### config.mk
export PLATFORM = sky130hd
export DESIGN_NAME = sbus_regbank
export DESIGN_NICKNAME = d
export VERILOG_FILES = /design/src/rtl/sbus_pkg.sv /design/src/rtl/sbus_ptr.sv /design/src/rtl/sbus_cfg.sv /design/src/rtl/sbus_window.sv /design/src/rtl/sbus_regbank.sv
export SDC_FILE = /design/constraint.sdc
export NUM_CORES = 1
export LEC_CHECK = 0
export ABC_AREA = 0
export BUFFER_PORTS_ARGS = -buffer_cell sky130_fd_sc_hd__buf_2
export CAP_MARGIN = 20
export CORE_MARGIN = 4
export CORE_UTILIZATION = 47
export CTS_CLUSTER_DIAMETER = 200
export DETAILED_ROUTE_END_ITERATION = 8
export GPL_TIMING_DRIVEN = 0
export PLACE_DENSITY = 0.79
export SLEW_MARGIN = 10
export SYNTH_ARGS = -nofsm -noshare
export SYNTH_HDL_FRONTEND = slang
export SYNTH_SLANG_ARGS = --single-unit
### constraint.sdc
create_clock -name clk -period 2.05 [get_ports clk]
set_input_delay 0 -clock clk [delete_from_list [all_inputs] [get_ports clk]]
set_output_delay 0 -clock clk [all_outputs]
set_load 0.02 [all_outputs]
### src/rtl/sbus_pkg.sv
package sbus_pkg;
  localparam int NCFG = 9;
  localparam logic [7:0] A_ROW = 8'h09;
  localparam logic [7:0] A_COL = 8'h0A;
  localparam logic [7:0] A_WIN = 8'h0B;

  typedef enum logic [2:0] {W_IDLE, W_MEMW, W_MEMR, W_MEMRSP, W_RDOUT} win_st_t;

  function automatic logic [7:0] cfg_mask(int idx);
    case (idx)
      0: cfg_mask = 8'h07;
      1: cfg_mask = 8'h7F;
      2: cfg_mask = 8'hBF;
      3: cfg_mask = 8'h1F;
      4: cfg_mask = 8'h03;
      8: cfg_mask = 8'h07;
      default: cfg_mask = 8'hFF;
    endcase
  endfunction

  function automatic logic [7:0] cfg_rst(int idx);
    cfg_rst = (idx == 5 || idx == 6) ? 8'h03 : 8'h00;
  endfunction
endpackage

### src/rtl/sbus_ptr.sv
module sbus_ptr
  import sbus_pkg::*;
(
  input  logic       clk,
  input  logic       rst_n,
  input  logic       load,
  input  logic [7:0] load_val,
  input  logic       step,
  output logic [7:0] ptr
);
  always_ff @(posedge clk or negedge rst_n) begin
    if (!rst_n)           ptr <= 8'h00;
    else if (load)        ptr <= load_val;
    else if (step && ptr != A_WIN) ptr <= ptr + 8'h01;
  end

  // the window address is sticky for data bytes
  p_ptr_hold_r2: assert property (@(posedge clk) disable iff (!rst_n)
    (step && !load && ptr == A_WIN) |=> ptr == A_WIN);
endmodule

### src/rtl/sbus_cfg.sv
module sbus_cfg
  import sbus_pkg::*;
(
  input  logic                  clk,
  input  logic                  rst_n,
  input  logic                  we,
  input  logic [3:0]            waddr,
  input  logic [7:0]            wdata,
  output logic [NCFG-1:0][7:0]  regs
);
  for (genvar g = 0; g < NCFG; g++) begin : g_reg
    logic [7:0] q;
    always_ff @(posedge clk or negedge rst_n) begin
      if (!rst_n)                   q <= cfg_rst(g);
      else if (we && waddr == 4'(g)) q <= wdata & cfg_mask(g);
    end
    assign regs[g] = q;
  end

  // display control registers come out of reset at 0x03
  p_rst_disp_r1: assert property (@(posedge clk)
    !rst_n |=> (regs[5] == 8'h03 && regs[6] == 8'h03 && regs[0] == 8'h00));
endmodule

### src/rtl/sbus_window.sv
module sbus_window
  import sbus_pkg::*;
#(
  parameter int ROWS = 25,
  parameter int COLS = 40,
  localparam int ROW_W = $clog2(ROWS),
  localparam int COL_W = $clog2(COLS)
) (
  input  logic             clk,
  input  logic             rst_n,
  input  logic             row_we,
  input  logic             col_we,
  input  logic             win_wr,
  input  logic             rd_mem,
  input  logic             rd_imm,
  input  logic [7:0]       wdata,
  input  logic [7:0]       imm_data,
  output logic             idle,
  output logic             mem_req_valid,
  input  logic             mem_req_ready,
  output logic             mem_req_write,
  output logic [ROW_W-1:0] row,
  output logic [COL_W-1:0] col,
  output logic [7:0]       mem_wdata,
  input  logic             mem_rsp_valid,
  input  logic [7:0]       mem_rsp_data,
  output logic             rd_valid,
  input  logic             rd_ready,
  output logic [7:0]       rd_data
);
  win_st_t          st;
  logic [7:0]       wbuf, rbuf;
  logic [ROW_W-1:0] nrow;
  logic [COL_W-1:0] ncol;

  always_comb begin
    nrow = row;
    ncol = col + 1'b1;
    if (col >= COL_W'(COLS - 1)) begin
      ncol = '0;
      nrow = (row >= ROW_W'(ROWS - 1)) ? '0 : row + 1'b1;
    end
  end

  always_ff @(posedge clk or negedge rst_n) begin
    if (!rst_n) begin
      st <= W_IDLE; row <= '0; col <= '0; wbuf <= '0; rbuf <= '0;
    end else begin
      case (st)
        W_IDLE: begin
          if (row_we) row <= wdata[ROW_W-1:0];
          if (col_we) col <= wdata[COL_W-1:0];
          if (win_wr) begin
            wbuf <= wdata; st <= W_MEMW;
          end else if (rd_mem) begin
            st <= W_MEMR;
          end else if (rd_imm) begin
            rbuf <= imm_data; st <= W_RDOUT;
          end
        end
        W_MEMW: if (mem_req_ready) begin
          row <= nrow; col <= ncol; st <= W_IDLE;
        end
        W_MEMR: if (mem_req_ready) st <= W_MEMRSP;
        W_MEMRSP: if (mem_rsp_valid) begin
          rbuf <= mem_rsp_data; row <= nrow; col <= ncol; st <= W_RDOUT;
        end
        W_RDOUT: if (rd_ready) st <= W_IDLE;
        default: st <= W_IDLE;
      endcase
    end
  end

  assign idle          = (st == W_IDLE);
  assign mem_req_valid = (st == W_MEMW) || (st == W_MEMR);
  assign mem_req_write = (st == W_MEMW);
  assign mem_wdata     = wbuf;
  assign rd_valid      = (st == W_RDOUT);
  assign rd_data       = rbuf;

  // request fields held until accepted
  p_req_hold_r10: assert property (@(posedge clk) disable iff (!rst_n)
    (mem_req_valid && !mem_req_ready) |=>
      (mem_req_valid && $stable(mem_req_write) && $stable(row) && $stable(col)));
  // read result held until taken
  p_rd_hold_r10: assert property (@(posedge clk) disable iff (!rst_n)
    (rd_valid && !rd_ready) |=> (rd_valid && $stable(rd_data)));
  // column wrap after the last column
  p_col_wrap_r8: assert property (@(posedge clk) disable iff (!rst_n)
    (mem_req_valid && mem_req_write && mem_req_ready && col == COL_W'(COLS - 1))
      |=> col == '0);
  // column step inside a row
  p_col_step_r8: assert property (@(posedge clk) disable iff (!rst_n)
    (mem_req_valid && mem_req_write && mem_req_ready && col < COL_W'(COLS - 1))
      |=> col == COL_W'($past(col) + 1'b1));
endmodule

### src/rtl/sbus_regbank.sv
module sbus_regbank
  import sbus_pkg::*;
#(
  parameter int ROWS = 25,
  parameter int COLS = 40
) (
  input  logic                     clk,
  input  logic                     rst_n,
  input  logic                     wr_valid,
  output logic                     wr_ready,
  input  logic                     wr_first,
  input  logic [7:0]               wr_data,
  input  logic                     rd_req_valid,
  output logic                     rd_req_ready,
  output logic                     rd_valid,
  input  logic                     rd_ready,
  output logic [7:0]               rd_data,
  input  logic                     sync_good,
  input  logic                     rate_60hz,
  output logic                     mem_req_valid,
  input  logic                     mem_req_ready,
  output logic                     mem_req_write,
  output logic [1:0]               mem_chapter,
  output logic                     mem_pkt_sel,
  output logic [$clog2(ROWS)-1:0]  mem_row,
  output logic [$clog2(COLS)-1:0]  mem_col,
  output logic [7:0]               mem_wdata,
  input  logic                     mem_rsp_valid,
  input  logic [7:0]               mem_rsp_data,
  output logic [2:0]               cfg_pins,
  output logic [6:0]               cfg_mode,
  output logic [7:0]               preq_ctl,
  output logic [4:0]               preq_data,
  output logic [1:0]               disp_page,
  output logic [7:0]               disp_norm,
  output logic [7:0]               disp_flash,
  output logic [7:0]               disp_mode
);
  logic [7:0]            ptr;
  logic [NCFG-1:0][7:0]  regs;
  logic wr_fire, rd_fire, dwr, win_idle, sel_status, at_win;
  logic rd_mem, rd_imm;
  logic [7:0] imm_data;

  assign wr_ready     = win_idle;
  assign rd_req_ready = win_idle && !wr_valid;
  assign wr_fire      = wr_valid && wr_ready;
  assign rd_fire      = rd_req_valid && rd_req_ready;
  assign dwr          = wr_fire && !wr_first;
  assign at_win       = (ptr == A_WIN);
  assign sel_status   = regs[0][0];
  assign rd_mem       = rd_fire && at_win && !sel_status;
  assign rd_imm       = rd_fire && !(at_win && !sel_status);
  assign imm_data     = at_win ? {rate_60hz, 6'b000000, sync_good} : 8'h00;

  sbus_ptr u_ptr (
    .clk(clk), .rst_n(rst_n), .load(wr_fire && wr_first), .load_val(wr_data),
    .step(dwr || rd_fire), .ptr(ptr)
  );

  sbus_cfg u_cfg (
    .clk(clk), .rst_n(rst_n), .we(dwr && ptr < 8'(NCFG)), .waddr(ptr[3:0]),
    .wdata(wr_data), .regs(regs)
  );

  sbus_window #(.ROWS(ROWS), .COLS(COLS)) u_win (
    .clk(clk), .rst_n(rst_n),
    .row_we(dwr && ptr == A_ROW), .col_we(dwr && ptr == A_COL),
    .win_wr(dwr && at_win), .rd_mem(rd_mem), .rd_imm(rd_imm),
    .wdata(wr_data), .imm_data(imm_data), .idle(win_idle),
    .mem_req_valid(mem_req_valid), .mem_req_ready(mem_req_ready),
    .mem_req_write(mem_req_write), .row(mem_row), .col(mem_col),
    .mem_wdata(mem_wdata), .mem_rsp_valid(mem_rsp_valid),
    .mem_rsp_data(mem_rsp_data), .rd_valid(rd_valid), .rd_ready(rd_ready),
    .rd_data(rd_data)
  );

  assign cfg_pins    = regs[0][2:0];
  assign cfg_mode    = regs[1][6:0];
  assign preq_ctl    = regs[2];
  assign preq_data   = regs[3][4:0];
  assign disp_page   = regs[4][1:0];
  assign disp_norm   = regs[5];
  assign disp_flash  = regs[6];
  assign disp_mode   = regs[7];
  assign mem_chapter = regs[8][1:0];
  assign mem_pkt_sel = regs[8][2];

  // a status read never reaches memory
  p_stat_nomem_r5: assert property (@(posedge clk) disable iff (!rst_n)
    (rd_fire && at_win && sel_status) |=> (!mem_req_valid && rd_valid));
endmodule

# --- Yosys cells after proc, flatten, opt, wreduce, memory -nomap -nowiden ---
# Index checks and enable logic that the tools add are counted.
totals:
  register_bits: 89
  input_bits: 26
  out_inout_bits: 84
classes:
  n_addsub: 3
  magnitude_cmp: 3
  n_eq_ne: 26
  muxes: 27
  n_reduce_logical: 39
op_table:
  columns: ["cell", "count"]
  rows:
  - ["2-to-1 mux 8 bit", 7]
  - ["2-to-1 mux 5 bit", 5]
  - ["== test 8 x 4 -> 1 bit (second input constant)", 3]
  - ["2-to-1 mux 6 bit", 4]
  - ["logical AND 1 bit", 23]
  - ["2-to-1 mux 3 bit", 7]
  - ["one-hot mux 6 bit (3 select lines)", 1]
  - ["== test 4 x 3 -> 1 bit (second input constant)", 4]
  - ["one-hot mux 8 bit (2 select lines)", 1]
  - ["one-hot mux 3 bit (5 select lines)", 1]
  - ["one-hot mux 5 bit (3 select lines)", 1]
  - ["inequality test 2 bit (second input constant)", 5]
  - ["AND reduction 5 bit", 2]
  - ["adder 8 x 1 -> 8 bit (second input constant)", 1]
  - ["== test 4 x 2 -> 1 bit (second input constant)", 2]
  - ["less-than comparator 8 x 4 -> 1 bit (second input constant)", 1]
  - ["inequality test 2 x 1 -> 1 bit (second input constant)", 4]
  - ["inequality test 8 x 4 -> 1 bit (second input constant)", 1]
  - ["AND reduction 4 bit", 2]
  - ["adder 6 x 1 -> 6 bit (second input constant)", 1]
  - ["== test 3 x 2 -> 1 bit (second input constant)", 2]
  - ["greater-or-equal comparator 6 bit (second input constant)", 1]
  - ["adder 5 x 1 -> 5 bit (second input constant)", 1]
  - ["greater-or-equal comparator 5 bit (second input constant)", 1]
  - ["12 further kinds", 17]

# --- Depth between registers and ports, before layout ---
# Gate-level depths: netlist of run 1.
logic_depth:
  depth_word: 8
  ltp_mapped: 8

# --- Cells and area by module ---
# A second synthesis of run 1 with hierarchy kept.
hier_totals:
  hier_cells: 375
  hier_area_um2: 4594.4
modules_own_cells:
  columns: ["module", "instances", "cells_each", "area_per_inst_um2", "seq_area_each_um2"]
  rows:
  - ["sbus_cfg", 1, 140, 2172.1, 1281.2]
  - ["sbus_window", 1, 154, 1746.7, 750.7]
  - ["sbus_ptr", 1, 58, 525.5, 200.2]
  - ["sbus_regbank", 1, 23, 150.1, 0.0]

# --- Worst setup path before layout of run 1 ---
# OpenSTA, ideal clock, no wires.
synth_path:
  kind: "flip-flop to flip-flop"
  start: "reg u_win.col[0]"
  end: "reg u_win.row[0]"
  t_arrival_ns: 1.886
  slack_ns: 0.040
  stages_incl_launch_ff: 7
  synth_period_minus_slack_ns: 2.010
  cell_sequence: "dfrtp_1 -> ha_1 -> a211oi_1 -> nor2b_1 -> a21oi_1 -> a221oi_2 -> mux2_2"
synth_between:
  elab_chain_len: 4
  word_cells_on_any_way: 5
  cone_classes: "order compare: 1; mux: 4"
synth_lines:
  columns: ["element", "line", "rtl"]
  rows:
  - ["start: declaration", "sbus_window.sv:23", "output logic [COL_W-1:0] col,"]
  - ["start signal: assignment", "sbus_window.sv:52", "if (col_we) col <= wdata[COL_W-1:0];"]
  - ["greater-or-equal comparator 6 bit (*)", "sbus_window.sv:39", "if (col >= COL_W'(COLS - 1)) begin"]
  - ["2-to-1 mux 5 bit (*)", "sbus_window.sv:39", null]
  - ["2-to-1 mux 5 bit (on tied branches)", "sbus_window.sv:65, sbus_window.sv:61", null]
  - ["one-hot mux 5 bit (3 select lines) (*)", "sbus_window.sv:49", "case (st)"]
  - ["end signal: assignment", "sbus_window.sv:51", "if (row_we) row <= wdata[ROW_W-1:0];"]
  - ["end: declaration", "sbus_window.sv:22", "output logic [ROW_W-1:0] row,"]
# Every way passes the cells marked *; elsewhere a longest branch is shown, timed or not. The select of a mux whose other input is x is not followed.
# A chain may end at the register's enable or synchronous reset.

# --- Worst setup path in the final report of run 1 ---
layout_path:
  start: "reg u_ptr.ptr[5]"
  end: "reg u_win.row[0]"
layout_between:
  elab_chain_len: 4
layout_lines:
  columns: ["element", "line", "rtl"]
  rows:
  - ["start: declaration", "sbus_ptr.sv:9", "output logic [7:0] ptr"]
  - ["start signal: assignment", "sbus_ptr.sv:13", "else if (load) ptr <= load_val;"]
  - ["start signal: assignment", "sbus_ptr.sv:14", "else if (step && ptr != A_WIN) ptr <= ptr + 8'h01;"]
  - ["== test 8 x 4 -> 1 bit", "sbus_regbank.sv:68", ".row_we(dwr && ptr == A_ROW), .col_we(dwr && ptr == A_COL),"]
  - ["logical AND 1 bit", "sbus_regbank.sv:68", null]
  - ["inequality test 2 x 1 -> 1 bit (no source line)", null, null]
  - ["AND reduction 4 bit (no source line)", null, null]
# Every way passes these cells.

==> results of run 1 <==
worst max path at each step:
stage / slack (ps) / cells after the start / endpoint / start
floorplan: 40 / 6 / u_win.row[0] / u_win.col[0]
global placement: -80 / 5 / u_win.row[1] / u_ptr.ptr[5]
finish: 6 / 5 / u_win.row[0] / u_ptr.ptr[5]
detailed placement: -130 / 5 / u_win.row[0] / u_ptr.ptr[4]
CTS: 2 / 8 / u_cfg.g_reg[5].q[2] / u_win.st[0]
global route: -80 / 7 / u_ptr.ptr[6] / u_win.st[0]
state kept, by name, indices dropped and copies added (netlist names):
| name | count |
|---|---|
| u_win.col | 6 |
| u_cfg.g.q | 51 |
| u_win.row | 5 |
| u_win.rd_data | 8 |
| u_win.mem_wdata | 8 |
| u_win.st | 3 |
| u_ptr.ptr | 8 |
layer usage:
metal	wire, µm	up-vias	track usage (%)
li1	-	1464	-
met1	4340	1603	26.9
met2	5080	124	33.4
met3	933	11	5.92
met4	105	0	5.73
met5	0	-	0
cells by family after synthesis:
family	after synthesis	share of synthesized area (%)
other	1	0.0914
and+or+nand+nor	89	12.8
xor gates and xnor gates	2	0.427
DFF	89	54.4
buffers and inverters	20	2.23
adders and majority gates	6	1.83
muxes	72	19.8
AOI/OAI and AO/OA	51	8.51
Yosys cell counts, types with 3 or more instances:
cell type  count
dfstp_2        4
a21oi_1        4
o21ai_0       17
dfrtp_1       85
nand3_1       11
a31oi_1        6
nand2_1       26
ha_1           6
a22o_1         3
nor2b_1        7
nand2_4        3
nor2_1        10
buf_2          3
and3_1        13
clkbuf_1       8
a221o_1        5
nand2b_1       4
inv_1          6
o31ai_1        3
nor3b_1        4
mux2_2        70
worst register-to-register path: cells and delay by family, from the launching register on:
family           cells  cell delay, ps
flip-flops           1             460
multiplexers         1             380
AND/OR/NAND/NOR      3             720
AO/OA/AOI/OAI        1             390
area by class of cell:
cell class,instances,share of cell area [%]
flip-flops and latches,89,41.9
multi-input cells,221,34.9
repair buffers,129,14.3
well taps,105,2.46
clock buffers,9,2.32
clock inverters,6,2.15
plain buffers,13,1.31
inverters,7,0.632
per-stage QoR:
step           utilization [%]  cells
3_3_place_gp              57.1    541
4_1_cts                   62.6    571
5_1_grt                   64.1    579
6_report                  64.1    579
2_1_floorplan                -    330
3_5_place_dp              57.5    542
power breakdown:
| group | total [W] | internal (W) | switching [W] |
|---|---|---|---|
| clock | 0.00145 | 0.000812 | 0.000640 |
| combinational | 0.00320 | 0.00137 | 0.00183 |
| sequential | 0.00295 | 0.00244 | 0.000513 |
what timing repair did:
action,4_1_cts,5_1_grt
gates resized for setup,9,26
pin swaps,3,11
gates cloned,0,1
hold buffers,11,0
setup buffers,3,7
endpoints found under the setup margin,68,70
hold endpoints to repair,79,0
cells in the final DEF (no fill, tap or decap), types with 3 or more instances in the layout:
cell / netlist / routed
buf_2: 3 / 107
dfrtp_1: 85 / 81
mux2_2: 70 / 69
nand2_1: 26 / 22
and3_1: 13 / 12
o21ai_0: 17 / 12
buf_4: 1 / 12
dlygate4sd3_1: 0 / 11
nor2_1: 10 / 10
nand3_1: 11 / 10
clkbuf_8: 0 / 9
clkbuf_1: 8 / 8
inv_1: 6 / 6
a31oi_1: 6 / 6
o21ai_1: 1 / 5
a221o_1: 5 / 5
nor2b_1: 7 / 5
nor3b_1: 4 / 4
nand2_2: 0 / 4
ha_1: 6 / 4
dfstp_2: 4 / 4
dfrtp_2: 0 / 4
nand2b_1: 4 / 3
nand2_4: 3 / 3
a22o_1: 3 / 3
bufinv_16: 0 / 3
==> impl_metrics.tcl, run 1 <==
set metrics [dict create \
    viasPerCell 5.53 \
    routed_wl_mm 10.5 \
    relSlewSlack_pct 57.1 \
    ys_seq_elements 89 \
    synth_edf_count 0 \
    antenna_found_initial 0 \
    cts.sinks 89 \
    placed_cell_area_um2 4800 \
    finalSetupViolations 0 \
    area_growth_pct 30.2 \
    nets 502 \
    crit_chain "nor4_4 > and3_4 > nand2_1 > a221oi_4 > mux2_2" \
    critical_path_class "flip-flop to flip-flop" \
    hold_path.class "primary input to flip-flop" \
    post_route_cells_drive_above_1_share_pct 51.7 \
    die_x_um 101 \
    num_rows 33 \
    synth_seq_area_share_pct 54.4 \
    antenna_cells_inserted 0 \
    clk_pin_slew_ps 90 \
    ios 110 \
    synth.area.top_cells "dfrtp_1 (52%), mux2_2 (19%), dfstp_2 (2.6%), nand2_1 (2.4%), o21ai_0 (2.1%)" \
    rrSetupSlack_ps 6 \
    min_to "u_win.rd_data[6]" \
    vias 3202 \
    avgRoutedWirePerCell_um 18.1 \
    regArea_um2 2240 \
    dieArea_um2 10300 \
    hold_viol_final 0 \
    endpoint_kind "flip-flop" \
    drtPass1Iterations 4 \
    grt_pass1_wl_mm 16.2 \
    overflow 0 \
    critPathArrivalTime_ps 2290 \
    post_synth.cell_area_avg_um2 12.4 \
    cts_made_buffers 9 \
    slowest_stage "dfrtp_2" \
    p_per_area_nw_per_um2 1420 \
    synthDistinctLibCells 47 \
    fillers 679 \
    post-place-ws_ps -131 \
    fin_skew_ps 9.51 \
    async_reset_ff_share_pct 100 \
    cts_buffer_depth 2 \
    crit_buf_inv 0 \
    tightest_slew_ps 643 \
    startpoint_type "flip-flop" \
    crit_fanout 5 \
    fin_crit_ps 2040 \
    finalCritPeriodShare_pct 99.7 \
    syn-num-nets 362 \
    multi_input_area_um2 1870 \
    peakVddDrop_v 0.000905 \
    r2r_cells 5 \
    slew_violations 0 \
    place_congestion 0.838 \
    rr_startpoint "u_ptr.ptr[5]" \
    p_total_w 0.00760 \
    ys.warnings.count 0 \
    route.detailed.drc 0 \
    root_buffer "clkbuf_8" \
    synth_area_um2 4100 \
    grt_max_degree 60 \
    rsz0062_at_grt "yes" \
    clk_latency_ps 360 \
    grt_pass1_vias 3167 \
    core-area_um2 8340 \
    hold_path.startpoint "mem_rsp_data[6]" \
    cts_tree "built" \
    port_buffers 106 \
    power_leakage_nw 2.82 \
    whs_ps 7.22 \
    ant_nets 0 \
    min_path_cells 3 \
    required_ps 2300 \
    drt_iter0_markers 142 \
    synth.top_cell.area_share_pct 51.8 \
    reg2reg_to "u_win.row[0]" \
    dp_hpwl_mm 7.11 \
    max_cap_viol_count 0 \
    h-tree-depth 3 \
    die_y_um 101 \
    yosys.area.top_type "dfrtp_1" \
    cpPeakStageDelay_ps 460 \
    synth_flop_cell "dfrtp_1" \
    syn-instance-count 330 \
    grt_usage_pct 20.5 \
    outcome "finished clean" \
    max_freq_mhz 489 \
    finalSetupTns_ps 0 \
    initial_utilization_pct 49.2 \
    postLayoutCellArea_um2 5340 \
    worst_slack_ps 5.58 \
    critPathTopFamily "simple AND/OR/NAND/NOR gates" \
]
Power figures use the tool's default switching activity.
==> run 2, diff against run 1 <==
--- a/config.mk
+++ b/config.mk
@@ -13,8 +13,10 @@
 export CTS_CLUSTER_DIAMETER = 200
 export DETAILED_ROUTE_END_ITERATION = 8
 export GPL_TIMING_DRIVEN = 0
+export HOLD_SLACK_MARGIN = 0.02
 export PLACE_DENSITY = 0.79
 export SLEW_MARGIN = 10
 export SYNTH_ARGS = -nofsm -noshare
 export SYNTH_HDL_FRONTEND = slang
 export SYNTH_SLANG_ARGS = --single-unit
+export TNS_END_PERCENT = 30
==> run 2 against run 1 <==
  * Count of clock-buffer cells in the layout stayed put
  * Sequential share of layout area is 0.54 points lower
  * Core utilization is 0.84 points higher
  * Routed wire length is 1.1% higher
  * Flip-flop and latch count stayed put
  * Largest cell class unchanged
==> impl_metrics.tcl, run 2 (synthesis results as in run 1) <==
set metrics [dict create \
    drtPass1Iterations 4 \
    viasPerCell 5.50 \
    fin_crit_ps 2050 \
    route.detailed.drc 0 \
    grt_pass1_wl_mm 16.4 \
    grt_max_degree 60 \
    antenna_found_initial 0 \
    overflow 0 \
    p_per_area_nw_per_um2 1410 \
    h-tree-depth 3 \
    regArea_um2 2240 \
    drt_iter0_markers 142 \
    rsz0062_at_grt "yes" \
    die_y_um 101 \
    outcome "finished clean" \
    ios 110 \
    cts_tree "built" \
    r2r_cells 7 \
    fillers 665 \
    post_route_cells_drive_above_1_share_pct 50.9 \
    finalCritPeriodShare_pct 99.9 \
    power_leakage_nw 2.85 \
    core-area_um2 8340 \
    clk_latency_ps 360 \
    dp_cells 542 \
    path_depth 7 \
    dp_hpwl_mm 7.11 \
    finalSetupTns_ps 0 \
    avgRoutedWirePerCell_um 18.0 \
    hold_viol_final 0 \
    slew_violations 0 \
    p_total_w 0.00761 \
    dieArea_um2 10300 \
    vias 3223 \
    critPathTopFamily "compound AO/OA/AOI/OAI gates" \
    endpoint_kind "flip-flop" \
    crit_chain "buf_6 > or3_4 > inv_8 > o211ai_1 > o21ai_2 > o21ai_1 > a221o_1" \
    post-place-ws_ps -131 \
    cts.sinks 89 \
    startpoint_type "flip-flop" \
    critPathArrivalTime_ps 2290 \
    die_x_um 101 \
    hold_path.class "primary input to flip-flop" \
    final_common_cell "buf_2" \
    max_freq_mhz 488 \
    min_path_cells 3 \
    layout_common_cells "buf_2 (107), dfrtp_1 (81), mux2_2 (69), nand2_1 (22), dlygate4sd3_1 (18)" \
    crit_fanout 8 \
    area_growth_pct 31.9 \
    initial_utilization_pct 49.2 \
    top_register "u_cfg.g.q" \
    nets 509 \
    tightest_slew_ps 640 \
    slowest_stage "or3_4" \
    stdcell_count 586 \
    critical_path_class "flip-flop to flip-flop" \
    largest_reg_flops 51 \
    ant_nets 0 \
    multi_input_area_um2 1870 \
    root_buffer "clkbuf_8" \
    clk_pin_slew_ps 90 \
    required_ps 2290 \
    antenna_cells_inserted 0 \
    max_cap_viol_count 0 \
    place_congestion 0.838 \
    cpPeakStageDelay_ps 410 \
    peakVddDrop_v 0.000905 \
    routed_wl_mm 10.6 \
    grt_pass1_vias 3218 \
    port_buffers 106 \
    grt_usage_pct 20.8 \
    relSlewSlack_pct 57.3 \
    cts_buffer_depth 2 \
    num_rows 33 \
    cts_made_buffers 9 \
    finalSetupViolations 0 \
    crit_buf_inv 2 \
    fin_skew_ps 10.0 \
    worst_slack_ps 2.43 \
]
run 2: final timing paths:
path / slack [ps] / to / from
worst max-delay path: 2 / u_ptr.ptr[2] / u_win.st[0]
worst min-delay path: 20 / u_win.col[5] / wr_data[5]
worst max register to register: 2 / u_ptr.ptr[2] / u_win.st[0]
worst min register to register: 500 / u_win.rd_data[7] / u_win.rd_data[7]
max in group asynchronous: 1240 / u_cfg.g_reg[5].q[1] / rst_n
min in group asynchronous: 120 / u_win.col[2] / rst_n
run 2: per-layer routing:
| metal | wire length [µm] | vias up | track usage, % |
|---|---|---|---|
| met5 | 0 | - | 0 |
| li1 | - | 1477 | - |
| met1 | 4480 | 1614 | 26.9 |
| met3 | 816 | 13 | 5.92 |
| met2 | 5160 | 119 | 34.3 |
| met4 | 115 | 0 | 5.73 |
run 2: stage by stage:
step	hold WS (ps)	util [%]	instance area [µm²]
final	16.2	64.9	5410
after global routing	58.2	64.9	5410
after CTS	22.5	63.4	5290
after detailed placement	-34.2	57.5	4800
after global placement	199	57.1	4770
after floorplan	-296	-	4100
run 2: tightest hold or removal path, stage by stage:
cell and delay [ps]:
buf_2 170, nand2_1 80, a31oi_1 80
run 2: report_power, final:
part	switching [W]	internal (W)	leakage [nW]
Clock	0.000639	0.000812	0.116
Combinational	0.00183	0.00138	1.57
Sequential	0.000514	0.00244	1.16
Total	0.00298	0.00463	2.85
run 2: cell type report:
| type | instances | share of cell area, % |
|---|---|---|
| inverter | 7 | 0.624 |
| timing repair buffer | 136 | 15.4 |
| multi-input combinational | 221 | 34.5 |
| tap | 105 | 2.43 |
| clock buffer | 9 | 2.29 |
| buffer | 13 | 1.29 |
| sequential | 89 | 41.3 |
| clock inverter | 6 | 2.13 |
run 2: repair_timing:
item / 4_1_cts / 5_1_grt
setup endpoints to repair: 68 / 70
gates cloned: 0 / 1
resized for setup: 9 / 26
pin swaps: 3 / 11
setup buffers: 3 / 7
hold buffers: 18 / 0
hold endpoints to repair: 110 / 0
==> run 3, diff against run 2 <==
--- a/config.mk
+++ b/config.mk
@@ -15,6 +15,7 @@
 export GPL_TIMING_DRIVEN = 0
 export HOLD_SLACK_MARGIN = 0.02
 export PLACE_DENSITY = 0.79
+export SETUP_SLACK_MARGIN = 0.05
 export SLEW_MARGIN = 10
 export SYNTH_ARGS = -nofsm -noshare
 export SYNTH_HDL_FRONTEND = slang
==> run 3 against run 2 <==
  * Cell count increased by 0.51%
  * Total power shrank 1.3%
  * Global-route usage is 0.36 points lower
  * Via count up 0.59%
  * Core utilization rose by 0.17 points
  * Clock skew grew 6.0 ps
  * Sequential share of layout area shrank 0.10 points
  * Clock power decreased by 6%
  * Hold slack improved by 52 ps
  * Critical path depth grew 1
  * Sequential power about the same
  * Setup slack improved by 9.0 ps
  * Highest routed layer unchanged
==> impl_metrics.tcl, run 3 (synthesis results as in run 1) <==
set metrics [dict create \
    outcome "finished clean" \
    endpoint_kind "flip-flop" \
    r2r_cells 8 \
    hold_viol_final 0 \
    num_rows 33 \
    cts_buffer_depth 2 \
    startpoint_type "flip-flop" \
    h-tree-depth 3 \
    port_buffers 106 \
    slew_violations 0 \
    cts.sinks 89 \
    fin_crit_ps 2040 \
    core-area_um2 8340 \
    p_per_area_nw_per_um2 1380 \
    finalSetupTns_ps 0 \
    power_leakage_nw 2.87 \
    final_core_util_pct 65.1 \
    ios 110 \
    dp_cells 542 \
    vias 3242 \
    routed_wl_mm 10.6 \
    final_common_cell "buf_2" \
    dp_hpwl_mm 7.20 \
    critical_path_class "flip-flop to flip-flop" \
    cts_tree "built" \
    viasPerCell 5.50 \
    hold_path.class "primary input to flip-flop" \
    max_freq_mhz 491 \
    finalCritPeriodShare_pct 99.4 \
    avgRoutedWirePerCell_um 17.9 \
    max_cap_viol_count 0 \
    layout_common_cells "buf_2 (105), dfrtp_1 (81), mux2_2 (67), nand2_1 (23), dlygate4sd3_1 (19)" \
    antenna_found_initial 0 \
    grt_usage_pct 20.4 \
    die_x_um 101 \
    required_ps 2300 \
    relSlewSlack_pct 59.4 \
    peakVddDrop_v 0.00117 \
    crit_fanout 8 \
    die_y_um 101 \
    critPathArrivalTime_ps 2290 \
    nets 511 \
    grt_max_degree 63 \
    finalSetupViolations 0 \
    whs_ps 68.3 \
    clk_latency_ps 360 \
    largest_reg_flops 51 \
    drtPass1Iterations 4 \
    grt_pass1_wl_mm 16.4 \
    post_route_cells_drive_above_1_share_pct 50.4 \
    area_growth_pct 32.2 \
    clk_pin_slew_ps 90 \
    fin_skew_ps 16.1 \
    rsz0062_at_grt "yes" \
    initial_utilization_pct 49.2 \
    stdcell_count 589 \
    route.detailed.drc 0 \
    top_register "u_cfg.g.q" \
    grt_pass1_vias 3286 \
    tightest_slew_ps 609 \
    drt_iter0_markers 180 \
    antenna_cells_inserted 0 \
    overflow 0 \
    cts_made_buffers 9 \
    min_path_cells 4 \
    dieArea_um2 10300 \
    ant_nets 0 \
    place_congestion 0.836 \
    root_buffer "clkbuf_8" \
]
==> run 3: repair_timing <==
item | 4_1_cts | 5_1_grt
gates resized for setup | 13 | 27
endpoints found under the setup margin | 69 | 70
cloned | 1 | 0
endpoints found under the hold margin | 110 | 0
buffers inserted | 4 | 7
hold buffers | 19 | 0
pin swaps | 6 | 7
==> run 3: path summary, 6_finish.rpt <==
| path | end | slack [ps] | from |
|---|---|---|---|
| max | u_cfg.g_reg[6].q[5] | 10 | u_win.st[0] |
| min | u_win.col[2] | 70 | wr_data[2] |
| max reg2reg | u_cfg.g_reg[6].q[5] | 10 | u_win.st[0] |
| min reg2reg | u_win.rd_data[4] | 500 | u_win.rd_data[4] |
| max in group asynchronous | u_cfg.g_reg[5].q[0] | 1270 | rst_n |
| min in group asynchronous | u_win.col[4] | 110 | rst_n |
==> run 3: area by class of cell <==
class	instances	area, µm²
fillers	674	2910
flip-flops and latches	89	2240
multi-input cells	221	1870
repair buffers	138	848
clock buffers	11	141
well taps	105	131
clock inverters	5	86.3
plain buffers	13	78.8
inverters	7	31.3
==> run 3: per-layer routing <==
layer | global-route usage (%) | routed length, µm | up-vias
met5 | 0 | 0 | -
met4 | 5.52 | 146 | 0
met3 | 7.71 | 904 | 15
met2 | 32.8 | 5020 | 125
met1 | 26.0 | 4480 | 1612
li1 | - | - | 1490
==> run 3: report_power, final <==
group          internal [W]  switching, W  total [W]  leakage [nW]
registers           0.00244      0.000516    0.00296          1.16
logic               0.00137       0.00182    0.00319          1.59
clock network      0.000732      0.000639    0.00137         0.115
==> run 3: per-stage QoR <==
step / power, W / area, µm² / worst slack [ps]
2_1_floorplan: 0.00486 / 4110 / 56.6
3_3_place_gp: 0.00578 / 4770 / -77.0
3_5_place_dp: 0.00592 / 4800 / -128
4_1_cts: 0.00740 / 5310 / -12.4
5_1_grt: 0.00797 / 5430 / -86.7
6_report: 0.00751 / 5430 / 11.4
==> run 3: critical path, cell delays in order, from the launching register on <==
cell and delay (ps):
dfrtp_1 390, buf_6 130, or3_4 400, clkinv_4 90, nand3_4 100, nor3b_4 260
buf_6 160, nand2_4 110, mux2_2 300
